$ cat src/rtl/lcomp_pkg.sv
package lcomp_pkg;

  // Pixel picked by one pipe in the first stage
  typedef struct packed {
    logic        vld;
    logic [7:0]  a;
    logic [23:0] rgb;
    logic        lowest;
  } pipe_px_t;

  // Rounded 8-bit product a*b/255
  function automatic logic [7:0] scale8(input logic [7:0] a, input logic [7:0] b);
    logic [16:0] s;
    s = 17'(a) * 17'(b) + 17'd127;
    return 8'(s / 17'd255);
  endfunction

  // Rounded per-channel mix of top over bottom with weight a
  function automatic logic [7:0] mix8(input logic [7:0] a, input logic [7:0] t,
                                      input logic [7:0] b);
    logic [16:0] s;
    s = 17'(a) * 17'(t) + 17'(8'd255 - a) * 17'(b) + 17'd127;
    return 8'(s / 17'd255);
  endfunction

endpackage

$ cat src/rtl/lcomp_layer_hit.sv
module lcomp_layer_hit #(
  parameter int COORD_W = 11
) (
  input  logic                      en,
  input  logic [COORD_W-1:0]        x,
  input  logic [COORD_W-1:0]        y,
  input  logic signed [COORD_W:0]   lx,
  input  logic signed [COORD_W:0]   ly,
  input  logic [COORD_W-1:0]        lw,
  input  logic [COORD_W-1:0]        lh,
  input  logic [7:0]                px_a,
  input  logic                      ga_en,
  input  logic [15:0]               ga,
  output logic                      hit,
  output logic [7:0]                a_eff
);
  import lcomp_pkg::*;

  localparam int EW = COORD_W + 2;

  logic signed [EW-1:0] xe, ye, lxe, lye, xend, yend;
  logic                 in_x, in_y;

  always_comb begin
    xe   = signed'({2'b00, x});
    ye   = signed'({2'b00, y});
    lxe  = signed'({lx[COORD_W], lx});
    lye  = signed'({ly[COORD_W], ly});
    xend = lxe + signed'({2'b00, lw});
    yend = lye + signed'({2'b00, lh});
    in_x = (xe >= lxe) && (xe < xend);
    in_y = (ye >= lye) && (ye < yend);
    hit  = en && in_x && in_y;
    a_eff = ga_en ? scale8(px_a, ga[15:8]) : px_a;
  end

endmodule

$ cat src/rtl/lcomp_pipe_sel.sv
module lcomp_pipe_sel #(
  parameter int NL     = 4,
  parameter int PRIO_W = 2,
  parameter bit PIPE_ID = 1'b0
) (
  input  logic [NL-1:0]        en,
  input  logic [NL-1:0]        hit,
  input  logic [NL-1:0]        pipe,
  input  logic [NL*PRIO_W-1:0] prio,
  input  logic [NL*8-1:0]      a_eff,
  input  logic [NL*24-1:0]     rgb,
  output lcomp_pkg::pipe_px_t  px
);
  import lcomp_pkg::*;

  localparam int IDX_W = (NL > 1) ? $clog2(NL) : 1;

  logic              found, low_any;
  logic [PRIO_W-1:0] best, lowp, pr;
  logic [IDX_W-1:0]  sel_idx, low_idx;

  always_comb begin
    found   = 1'b0;
    low_any = 1'b0;
    best    = '0;
    lowp    = '1;
    sel_idx = '0;
    low_idx = '0;
    for (int i = 0; i < NL; i++) begin
      pr = prio[i*PRIO_W +: PRIO_W];
      if (en[i] && (pipe[i] == PIPE_ID)) begin
        if (!low_any || (pr <= lowp)) begin
          lowp    = pr;
          low_idx = IDX_W'(i);
          low_any = 1'b1;
        end
      end
      if (hit[i] && (pipe[i] == PIPE_ID) && (!found || (pr > best))) begin
        found   = 1'b1;
        best    = pr;
        sel_idx = IDX_W'(i);
      end
    end
    px.vld    = found;
    px.a      = a_eff[sel_idx*8 +: 8];
    px.rgb    = rgb[sel_idx*24 +: 24];
    px.lowest = found && low_any && (sel_idx == low_idx);
  end

endmodule

$ cat src/rtl/lcomp_blend.sv
module lcomp_blend (
  input  logic        vld,
  input  logic [7:0]  a,
  input  logic [23:0] top,
  input  logic [23:0] bot,
  output logic [23:0] mix
);
  import lcomp_pkg::*;

  logic [23:0] m;

  for (genvar c = 0; c < 3; c++) begin : g_chan
    assign m[c*8 +: 8] = mix8(a, top[c*8 +: 8], bot[c*8 +: 8]);
  end

  assign mix = vld ? m : bot;

endmodule

$ cat src/rtl/lcomp_top.sv
module lcomp_top #(
  parameter int NL      = 4,
  parameter int COORD_W = 11,
  parameter int PRIO_W  = 2
) (
  input  logic                     clk,
  input  logic                     rst_n,
  input  logic [COORD_W-1:0]       ras_x,
  input  logic [COORD_W-1:0]       ras_y,
  input  logic [23:0]              bg_rgb,
  input  logic                     low_alpha_drop,
  input  logic [NL-1:0]            lay_en,
  input  logic [NL-1:0]            lay_pipe,
  input  logic [NL*PRIO_W-1:0]     lay_prio,
  input  logic [NL-1:0]            lay_gaen,
  input  logic [NL*16-1:0]         lay_galpha,
  input  logic [NL*(COORD_W+1)-1:0] lay_xpos,
  input  logic [NL*(COORD_W+1)-1:0] lay_ypos,
  input  logic [NL*COORD_W-1:0]    lay_w,
  input  logic [NL*COORD_W-1:0]    lay_h,
  input  logic [NL*32-1:0]         lay_argb,
  output logic [23:0]              out_rgb
);
  import lcomp_pkg::*;

  localparam int PW = COORD_W + 1;

  logic [NL-1:0]    hit;
  logic [NL*8-1:0]  a_eff;
  logic [NL*24-1:0] rgb_flat;

  for (genvar i = 0; i < NL; i++) begin : g_lay
    assign rgb_flat[i*24 +: 24] = lay_argb[i*32 +: 24];
    lcomp_layer_hit #(.COORD_W(COORD_W)) u_hit (
      .en    (lay_en[i]),
      .x     (ras_x),
      .y     (ras_y),
      .lx    (signed'(lay_xpos[i*PW +: PW])),
      .ly    (signed'(lay_ypos[i*PW +: PW])),
      .lw    (lay_w[i*COORD_W +: COORD_W]),
      .lh    (lay_h[i*COORD_W +: COORD_W]),
      .px_a  (lay_argb[i*32+24 +: 8]),
      .ga_en (lay_gaen[i]),
      .ga    (lay_galpha[i*16 +: 16]),
      .hit   (hit[i]),
      .a_eff (a_eff[i*8 +: 8])
    );
  end

  pipe_px_t sel [2];

  for (genvar p = 0; p < 2; p++) begin : g_pipe
    lcomp_pipe_sel #(.NL(NL), .PRIO_W(PRIO_W), .PIPE_ID(p[0])) u_sel (
      .en    (lay_en),
      .hit   (hit),
      .pipe  (lay_pipe),
      .prio  (lay_prio),
      .a_eff (a_eff),
      .rgb   (rgb_flat),
      .px    (sel[p])
    );
  end

  // Stage 1: pipe picks plus background
  pipe_px_t    s1_p0_d, s1_p0_q, s1_p1_q;
  logic [23:0] s1_bg_q;

  always_comb begin
    s1_p0_d = sel[0];
    if (low_alpha_drop && sel[0].vld && sel[0].lowest && (sel[0].a != 8'hFF)) begin
      s1_p0_d.rgb = bg_rgb;
      s1_p0_d.a   = 8'hFF;
    end
  end

  always_ff @(posedge clk or negedge rst_n) begin
    if (!rst_n) begin
      s1_p0_q <= '0;
      s1_p1_q <= '0;
      s1_bg_q <= '0;
    end else begin
      s1_p0_q <= s1_p0_d;
      s1_p1_q <= sel[1];
      s1_bg_q <= bg_rgb;
    end
  end

  // Stage 2: lower pipe over background, upper pipe over that
  logic [23:0] mid_rgb, fin_rgb;

  lcomp_blend u_bl_lo (
    .vld (s1_p0_q.vld), .a (s1_p0_q.a), .top (s1_p0_q.rgb), .bot (s1_bg_q), .mix (mid_rgb)
  );
  lcomp_blend u_bl_hi (
    .vld (s1_p1_q.vld), .a (s1_p1_q.a), .top (s1_p1_q.rgb), .bot (mid_rgb), .mix (fin_rgb)
  );

  always_ff @(posedge clk or negedge rst_n) begin
    if (!rst_n) out_rgb <= '0;
    else        out_rgb <= fin_rgb;
  end

endmodule

$ cat config.mk
export PLATFORM = sky130hd
export DESIGN_NAME = lcomp_top
export DESIGN_NICKNAME = d
export VERILOG_FILES = /design/src/rtl/lcomp_pkg.sv /design/src/rtl/lcomp_layer_hit.sv /design/src/rtl/lcomp_pipe_sel.sv /design/src/rtl/lcomp_blend.sv /design/src/rtl/lcomp_top.sv
export SDC_FILE = /design/constraint.sdc
export NUM_CORES = 2
export LEC_CHECK = 0
export BUFFER_PORTS_ARGS = -buffer_cell sky130_fd_sc_hd__buf_4
export CORE_ASPECT_RATIO = 0.6
export CORE_MARGIN = 4
export CORE_UTILIZATION = 45
export CTS_BUF_LIST = sky130_fd_sc_hd__clkbuf_8
export CTS_CLUSTER_SIZE = 24
export DETAILED_ROUTE_END_ITERATION = 7
export GPL_TIMING_DRIVEN = 0
export SKIP_CTS_REPAIR_TIMING = 1
export SYNTH_ARGS = -nofsm -noshare
export SYNTH_HDL_FRONTEND = slang
export SYNTH_SLANG_ARGS = --single-unit
$ cat constraint.sdc
create_clock -name clk -period 27.6 [get_ports clk]
set_input_delay 5.52 -clock clk [delete_from_list [all_inputs] [get_ports clk]]
set_output_delay 5.52 -clock clk [all_outputs]
set_load 0.02 [all_outputs]
# Yosys cells after proc, flatten, opt, wreduce, memory -nomap -nowiden
# Cells that the tools add are included.
[totals]
ff_bits = 114
out_inout_bits = 24
wordCells = 199
in_bits = 445
[op_classes]
eq_ne = 2
div_mod_pow = 10
order_cmp = 25
n_reduce_logical = 57
n_addsub = 26
bitwise = 4
shifts = 4
muxes = 45
n_mul = 18
[ops]
columns = ["operator", "count"]
rows = [
  ["96-bit by 8-bit indexed part select with 24-bit output", 2],
  ["17-bit by 8-bit divider with 17-bit output (second input constant)", 10],
  ["8-bit by 8-bit multiplier with 16-bit output", 10],
  ["12-bit by 12-bit adder with 13-bit output", 8],
  ["12-bit by 13-bit less-than comparator with 1-bit output", 8],
  ["16-bit by 17-bit adder with 17-bit output", 6],
  ["17-bit by 7-bit adder with 17-bit output (second input constant)", 6],
  ["12-bit greater-or-equal comparator", 8],
  ["17-bit by 8-bit multiplier with 17-bit output", 5],
  ["16-bit by 7-bit adder with 17-bit output (second input constant)", 4],
  ["32-bit by 6-bit indexed part select with 8-bit output", 2],
  ["24-bit two-way mux", 2],
  ["2-bit two-way mux", 20],
  ["1-bit logical AND", 39],
  ["32-bit two-way mux", 1],
  ["8-bit two-way mux", 4],
  ["1-bit two-way mux", 18],
  ["8-bit by 8-bit subtractor with 9-bit output (first input constant)", 2],
  ["9-bit by 9-bit multiplier with 17-bit output", 1],
  ["2-bit greater-than comparator", 6],
  ["1-bit logical NOT", 9],
  ["1-bit logical OR", 9],
  ["2-bit by 2-bit multiplier with 4-bit output (second input constant)", 2],
  ["8-bit != test (second input constant)", 1],
  ["3 further kinds", 8],
]

# Logic depth before layout (Yosys ltp)
[depth]
ltp_word = 24
depth_mapped = 105
mapped_depth_nobuf = 97

# Modules after synthesis
# A second synthesis with hierarchy kept.
[unflattened]
cells_unflattened = 9281
area_unflattened_um2 = 75209.6
[by_module_without_submodules]
columns = ["module", "cells_per_inst", "area_per_inst_um2", "n_inst", "seq_area_each_um2"]
rows = [
  ["lcomp_blend (u_bl_lo)", 2642, 21543.2, 1, 0.0],
  ["lcomp_blend (u_bl_hi)", 2685, 21100.2, 1, 0.0],
  ["lcomp_layer_hit (g_lay[0].u_hit ...)", 854, 6596.3, 3, 0.0],
  ["lcomp_layer_hit (g_lay[2].u_hit)", 869, 6603.8, 1, 0.0],
  ["lcomp_top", 152, 3323.2, 1, 2852.7],
  ["lcomp_pipe_sel (g_pipe[1].u_sel)", 185, 1436.4, 1, 0.0],
  ["lcomp_pipe_sel (g_pipe[0].u_sel)", 186, 1413.9, 1, 0.0],
]

# Worst setup path before layout
# OpenSTA, ideal clock, no wires.
[synth_path]
path_type = "reg2reg"
from = "reg s1_p0_q[26] (netlist name)"
to = "reg out_rgb[8]"
synth_period_minus_slack_ns = 24.490
slack_ns = 3.110
setup_ns = 0.077
arrival_time_ns = 24.412
stages_incl_launch_ff = 96
n_path_buf = 4
required_ns = 27.523
cell_sequence = "dfrtp_1 > clkbuf_1 > clkbuf_1 > nand2_1 > fa_1 > inv_1 > ha_1 > fa_1 > fa_1 > fa_1 > inv_1 > fa_1 > inv_1 > ha_1 > o21ai_0 > a21boi_0 > o21ai_0 > a21boi_0 > [60 not listed] > o41ai_2 > nor3_1 > a221o_1 > a21oi_1 > nand3_1 > o21ai_1 > mux2i_1 > o21ai_1 > o31ai_2 > o31ai_2 > and4_1 > nor2_1 > ha_1 > nor2b_1 > o32ai_1 > o2111ai_1 > a211o_1 > a21oi_1"
[synth_via]
elab_chain_len = 11
elab_cells_between_ends = 12
cone_classes = "add/sub: 5; mul: 3; div: 2; mux: 2"
[synth_lines]
columns = ["item", "line", "source"]
rows = [
  ["start, declared", "lcomp_top.sv:65", "pipe_px_t s1_p0_d, s1_p0_q, s1_p1_q;"],
  ["start signal, assigned", "lcomp_top.sv:82", "s1_p0_q <= s1_p0_d;"],
  ["8-bit by 8-bit subtractor with 9-bit output", "lcomp_pkg.sv:22", "s = 17'(a) * 17'(t) + 17'(8'd255 - a) * 17'(b) + 17'd127;"],
  ["17-bit by 8-bit multiplier with 17-bit output", "lcomp_pkg.sv:22", ""],
  ["16-bit by 17-bit adder with 17-bit output *", "lcomp_pkg.sv:22", ""],
  ["17-bit by 7-bit adder with 17-bit output *", "lcomp_pkg.sv:22", ""],
  ["17-bit by 8-bit divider with 17-bit output *", "lcomp_pkg.sv:23", "return 8'(s / 17'd255);"],
  ["24-bit two-way mux *", "lcomp_blend.sv:16", "assign mix = vld ? m : bot;"],
  ["17-bit by 8-bit multiplier with 17-bit output", "lcomp_pkg.sv:22", ""],
  ["16-bit by 17-bit adder with 17-bit output", "lcomp_pkg.sv:22", ""],
  ["17-bit by 7-bit adder with 17-bit output", "lcomp_pkg.sv:22", ""],
  ["17-bit by 8-bit divider with 17-bit output", "lcomp_pkg.sv:23", ""],
  ["24-bit two-way mux *", "lcomp_blend.sv:16", ""],
  ["via fin_rgb[8]", "lcomp_top.sv:89", "logic [23:0] mid_rgb, fin_rgb;"],
  ["end signal, assigned", "lcomp_top.sv:100", "else out_rgb <= fin_rgb;"],
  ["end, declared", "lcomp_top.sv:22", "output logic [23:0] out_rgb"],
]
# Mark *: on every way through the listed nets, which the timed path passes. The rest lies on a longest branch.

# Worst setup path in the final report
[layout_path]
from = "reg s1_p0_q[29] (netlist name)"
to = "reg out_rgb[0]"
[layout_via]
elab_chain_len = 11
elab_cells_between_ends = 12
cone_classes = "add/sub: 5; mul: 3; div: 2; mux: 2"
[layout_lines]
columns = ["item", "line"]
rows = [
  ["8-bit by 8-bit subtractor with 9-bit output", "lcomp_pkg.sv:22"],
  ["17-bit by 8-bit multiplier with 17-bit output", "lcomp_pkg.sv:22"],
  ["16-bit by 17-bit adder with 17-bit output *", "lcomp_pkg.sv:22"],
  ["17-bit by 7-bit adder with 17-bit output *", "lcomp_pkg.sv:22"],
  ["17-bit by 8-bit divider with 17-bit output *", "lcomp_pkg.sv:23"],
  ["24-bit two-way mux *", "lcomp_blend.sv:16"],
  ["9-bit by 9-bit multiplier with 17-bit output", "lcomp_pkg.sv:22"],
  ["16-bit by 17-bit adder with 17-bit output", "lcomp_pkg.sv:22"],
  ["17-bit by 7-bit adder with 17-bit output", "lcomp_pkg.sv:22"],
  ["17-bit by 8-bit divider with 17-bit output", "lcomp_pkg.sv:23"],
  ["24-bit two-way mux *", "lcomp_blend.sv:16"],
  ["via fin_rgb[0]", "lcomp_top.sv:89"],
]
# Marked as above.

==> key figures <==
Critical path
  – Req. time, crit path: around 28 ns
  – Crit path from: s1_p0_q[29]$_DFF_PN0_
  – Setup crit end kind: flop
  – R2R Setup Slk: 1.10 ns
  – Slowest library cell on the worst path: or4b_2
  – R2r startpoint: s1_p0_q[29]$_DFF_PN0_
  – Top cell by count, worst path: fa_1
  – Startpoint class of the critical path: flop
  – Critical Path Max Stage Delay: 0.69 ns
  – Worst Reg2Reg Path Length in Cells: between 90 and 100
  – Worst setup path category: flop to flop
  – Worst setup endpoint: out_rgb[0]$_DFF_PN0_
  – Highest net fanout along the worst path: 10
  – R2r endpoint: out_rgb[0]$_DFF_PN0_
  – Worst path arrival time: between 20 and 30 ns

Yosys
  – Share of synthesized area spent on multiplexers: 0.0278
  – Cell taking the most area after synthesis: fa_1
  – Post-Synth Simple-Gate Area: 0.232
  – Async SR Flop Fraction: 1.00
  – Avg Synthesized Cell Area: 7.75 um^2
  – Synth Area in Compound Gates: 0.193
  – Cell area after synthesis: 70100 um^2
  – Yosys warns: 0
  – Main area contributors after synthesis: fa_1 (23%), ha_1 (14%), inv_1 (6.9%)
  – Synthesized instance count: roughly 9000
  – Post-synthesis share of cell area spent on xor and xnor gates: 0.0495
  – Distinct cells, synth: 114
  – Number of nets produced by synthesis: 11084
  – Most used DFF post-synth: dfrtp_1
  – Flip-flop and latch count after synthesis: 114
  – Number of flops mapped to enable cells by yosys: 0
  – Post-synthesis adder-cell area fraction: 0.374
  – Dominant combinational cell family by area after synthesis: adder cells
  – Portion of the post-synthesis area used by sequential elements: 0.0407
  – Fraction of synthesized cell area taken by the top area cell type: 0.229

Timing
  – Max-slew violations: 1
  – Maximum clock rate: 37.7 MHz
  – Number of hold violations in the final report: 0
  – Largest clock skew in the final design: about 0.020 ns
  – Final setup violating endpoints: 0
  – Worst slew slack as a fraction of its limit: -0.00904
  – Final cycle utilization of the critical path: 0.960
  – Shortest period the worst path allows: 26.50 ns
  – Transition time at the pin with the least slew margin: 1.47 ns
  – Unrepaired setup endpoints after global routing: yes
  – Min Hold Slack: ~1.1 ns

Place
  – Number of buffers inserted by port buffering: 403
  – HPWL after DPL: ~210 mm
  – Weighted congestion at the end of routability-driven global placement: ~1.0

Die
  – I/O pin count: roughly 470
  – Placeable Area: ~150000 um^2
  – Die area: approximately 160000 um^2
  – Height of the die: approximately 310 um
  – Number of placement rows: 111
  – Floorplan die width: just over 500 um
  – Initial cell density of the core: 0.456

Detailed routing
  – Overall routed net length: 248 mm
  – Vias per cell: between 5 and 6
  – WL/cell: 21.4 um
  – Count of antenna-violating nets left after detailed routing: 0
  – TritonRoute pass-1 iters: 6
  – DRC Markers: 0
  – Vias post-DR: 68463
  – Number of DRC markers after the initial detailed-route iteration: 6334

Clock network
  – Sink count of the clock tree: 114
  – TritonCTS clock tree: yes
  – Worst-skew pair later-pin latency: between 0.5 and 0.6 ns
  – Clock-pin slew reported for the worst setup and hold paths after clock tree synthesis: ~0.09 ns
  – CTS H-tree depth: 4
  – Longest Clk Path Bufs: 2
  – Root Buffer: clkbuf_8
  – TritonCTS Buffers: 17

Layout
  – Fraction of layout cells with a size suffix above 1: 0.104
  – End-of-flow core utilization: 0.508
  – Synthesis-to-layout area growth: 11.4%
  – Number of fill cells: between 15000 and 20000
  – Fin nets: between 10000 and 15000

Run
  – Maxcap violations: 1

Worst hold path
  – Type of the worst min-delay path: flop to flop

Status
  – Violated checks: max-capacitance violations, max-slew violations
  – Status: complete, but fails checks

Global route
  – Number of global-route vias before repair: between 60000 and 70000
  – Aggregate global routing overflow: 0
  – Initial antenna violation count: 17
  – Global-route wire length before repair: ~380 mm
  – Maximum number of pins on one net before global-route repair: 68
  – All-Layer GR Usage: 0.298
-- final cells by class --
type | instances | area, um^2 | share of cell area
antenna | 13 | 32.5 | 0.000417
multi-input combinational | 7369 | 62700 | 0.803
inverter | 1292 | 4850 | 0.0621
sequential | 114 | 2860 | 0.0366
clock buffer | 18 | 248 | 0.00317
clock inverter | 13 | 150 | 0.00192
timing repair buffer | 475 | 3600 | 0.0462
tap | 2034 | 2540 | 0.0326
buffer | 255 | 1080 | 0.0139
-- synthesized netlist by cell type, types with 19 or more instances --
cell type,number
a41oi_1,30
o21a_1,79
nand2b_1,208
ha_1,802
a21oi_1,430
nand3_1,195
nand2_1,866
nor2_1,574
o21bai_1,60
nor3b_1,24
a32oi_1,19
o311ai_0,24
buf_1,26
nor3_1,190
a211o_1,29
fa_1,800
o21ai_0,393
nor4_1,65
or3_1,75
and3_1,101
and4_1,27
inv_1,1292
mux2_2,46
o31a_1,22
a211oi_1,101
xnor2_1,282
mux2i_1,136
o21ai_1,70
a21boi_1,25
clkbuf_1,222
o211ai_1,92
o2111ai_1,21
or2_2,114
o22ai_1,35
nand4_1,80
o22a_1,34
dfrtp_1,114
a21o_1,81
and2_1,335
a21boi_0,53
nor2b_1,227
o31ai_1,50
nand3b_1,25
xor2_1,85
a31oi_1,80
-- cell families (layout without fill, tap and decap cells) --
group,count (synthesis),count (layout)
other,0,13
buffers and inverters,1555,2053
xor gates and xnor gates,379,379
and+or+nand+nor,3189,3190
adders and majority gates,1615,1615
AOI/OAI and AO/OA,1998,1998
DFF,114,114
muxes,187,187
-- placed cells by master, fill, tap and decap left out, types with 54 or more instances in the layout --
| cell type | instances |
|---|---|
| a211oi_1 | 84 |
| a21o_1 | 80 |
| a21oi_1 | 401 |
| a31oi_1 | 77 |
| and2_1 | 334 |
| and3_1 | 101 |
| buf_4 | 474 |
| clkbuf_1 | 182 |
| dfrtp_1 | 113 |
| fa_1 | 800 |
| ha_1 | 801 |
| inv_1 | 1292 |
| mux2i_1 | 124 |
| nand2_1 | 863 |
| nand2b_1 | 208 |
| nand3_1 | 194 |
| nand4_1 | 80 |
| nor2_1 | 569 |
| nor2b_1 | 226 |
| nor3_1 | 173 |
| nor4_1 | 54 |
| o211ai_1 | 92 |
| o21a_1 | 76 |
| o21ai_0 | 363 |
| o21ai_1 | 89 |
| o21bai_1 | 60 |
| or2_2 | 114 |
| or3_1 | 73 |
| xnor2_1 | 273 |
| xor2_1 | 75 |
-- per-stage QoR --
step / cells / setup slack (ns) / cell area, um^2 / TNS (ns)
2_1_floorplan: 9037 / 3.11 / 70100 / 0
3_3_place_gp: 11474 / -3.26 / 75600 / -24.30
3_5_place_dp: 11479 / -3.66 / 75700 / -28.11
4_1_cts: 11510 / -3.78 / 76100 / -29.57
5_1_grt: 11578 / -0.203 / 78100 / -0.500
6_report: 11583 / 1.10 / 78100 / 0
-- registers in the layout, summed over array words and instances, names as in the netlist --
signal and flops:
s1_p1_q 33, s1_p0_q 33, s1_bg_q 24, out_rgb 24
-- per-layer routing --
layer / vias up / GRT usage / wire (um)
li1: 31983 / - / -
met1: 33487 / 0.462 / 118000
met2: 2769 / 0.413 / 99600
met3: 220 / 0.0731 / 25300
met4: 4 / 0.0609 / 4980
met5: - / 0 / 118
-- worst min-delay path by stage --
| stage | to | cells past startpoint | slack, ns | startpoint |
|---|---|---|---|---|
| final | out_rgb[1]$_DFF_PN0_ | 2 | 1.12 | s1_bg_q[1]$_DFF_PN0_ |
| after global routing | out_rgb[9]$_DFF_PN0_ | 2 | 1.15 | s1_bg_q[9]$_DFF_PN0_ |
| after CTS | out_rgb[7]$_DFF_PN0_ | 3 | 1.11 | s1_bg_q[7]$_DFF_PN0_ |
| after detailed placement | out_rgb[20]$_DFF_PN0_ | 3 | 1.08 | s1_bg_q[20]$_DFF_PN0_ |
| after global placement | out_rgb[8]$_DFF_PN0_ | 4 | 1.09 | s1_p1_q[9]$_DFF_PN0_ |
| after floorplan | out_rgb[0]$_DFF_PN0_ | 3 | 0.64 | s1_p1_q[33]$_DFF_PN0_ |
-- worst max-delay path: cells and delay by family (launching register included) --
family / cells / cell delay, ns
XOR/XNOR: 4 / 0.77
buffers and inverters: 12 / 1.81
AO/OA/AOI/OAI: 33 / 7.21
multiplexers: 6 / 1.69
flip-flops: 1 / 0.50
adder cells (fa/ha/maj): 15 / 6.88
AND/OR/NAND/NOR: 25 / 7.46
Power is left out: the tool's default activity adds up to more than one toggle a clock period on the data nets, which glitch-free logic cannot reach.
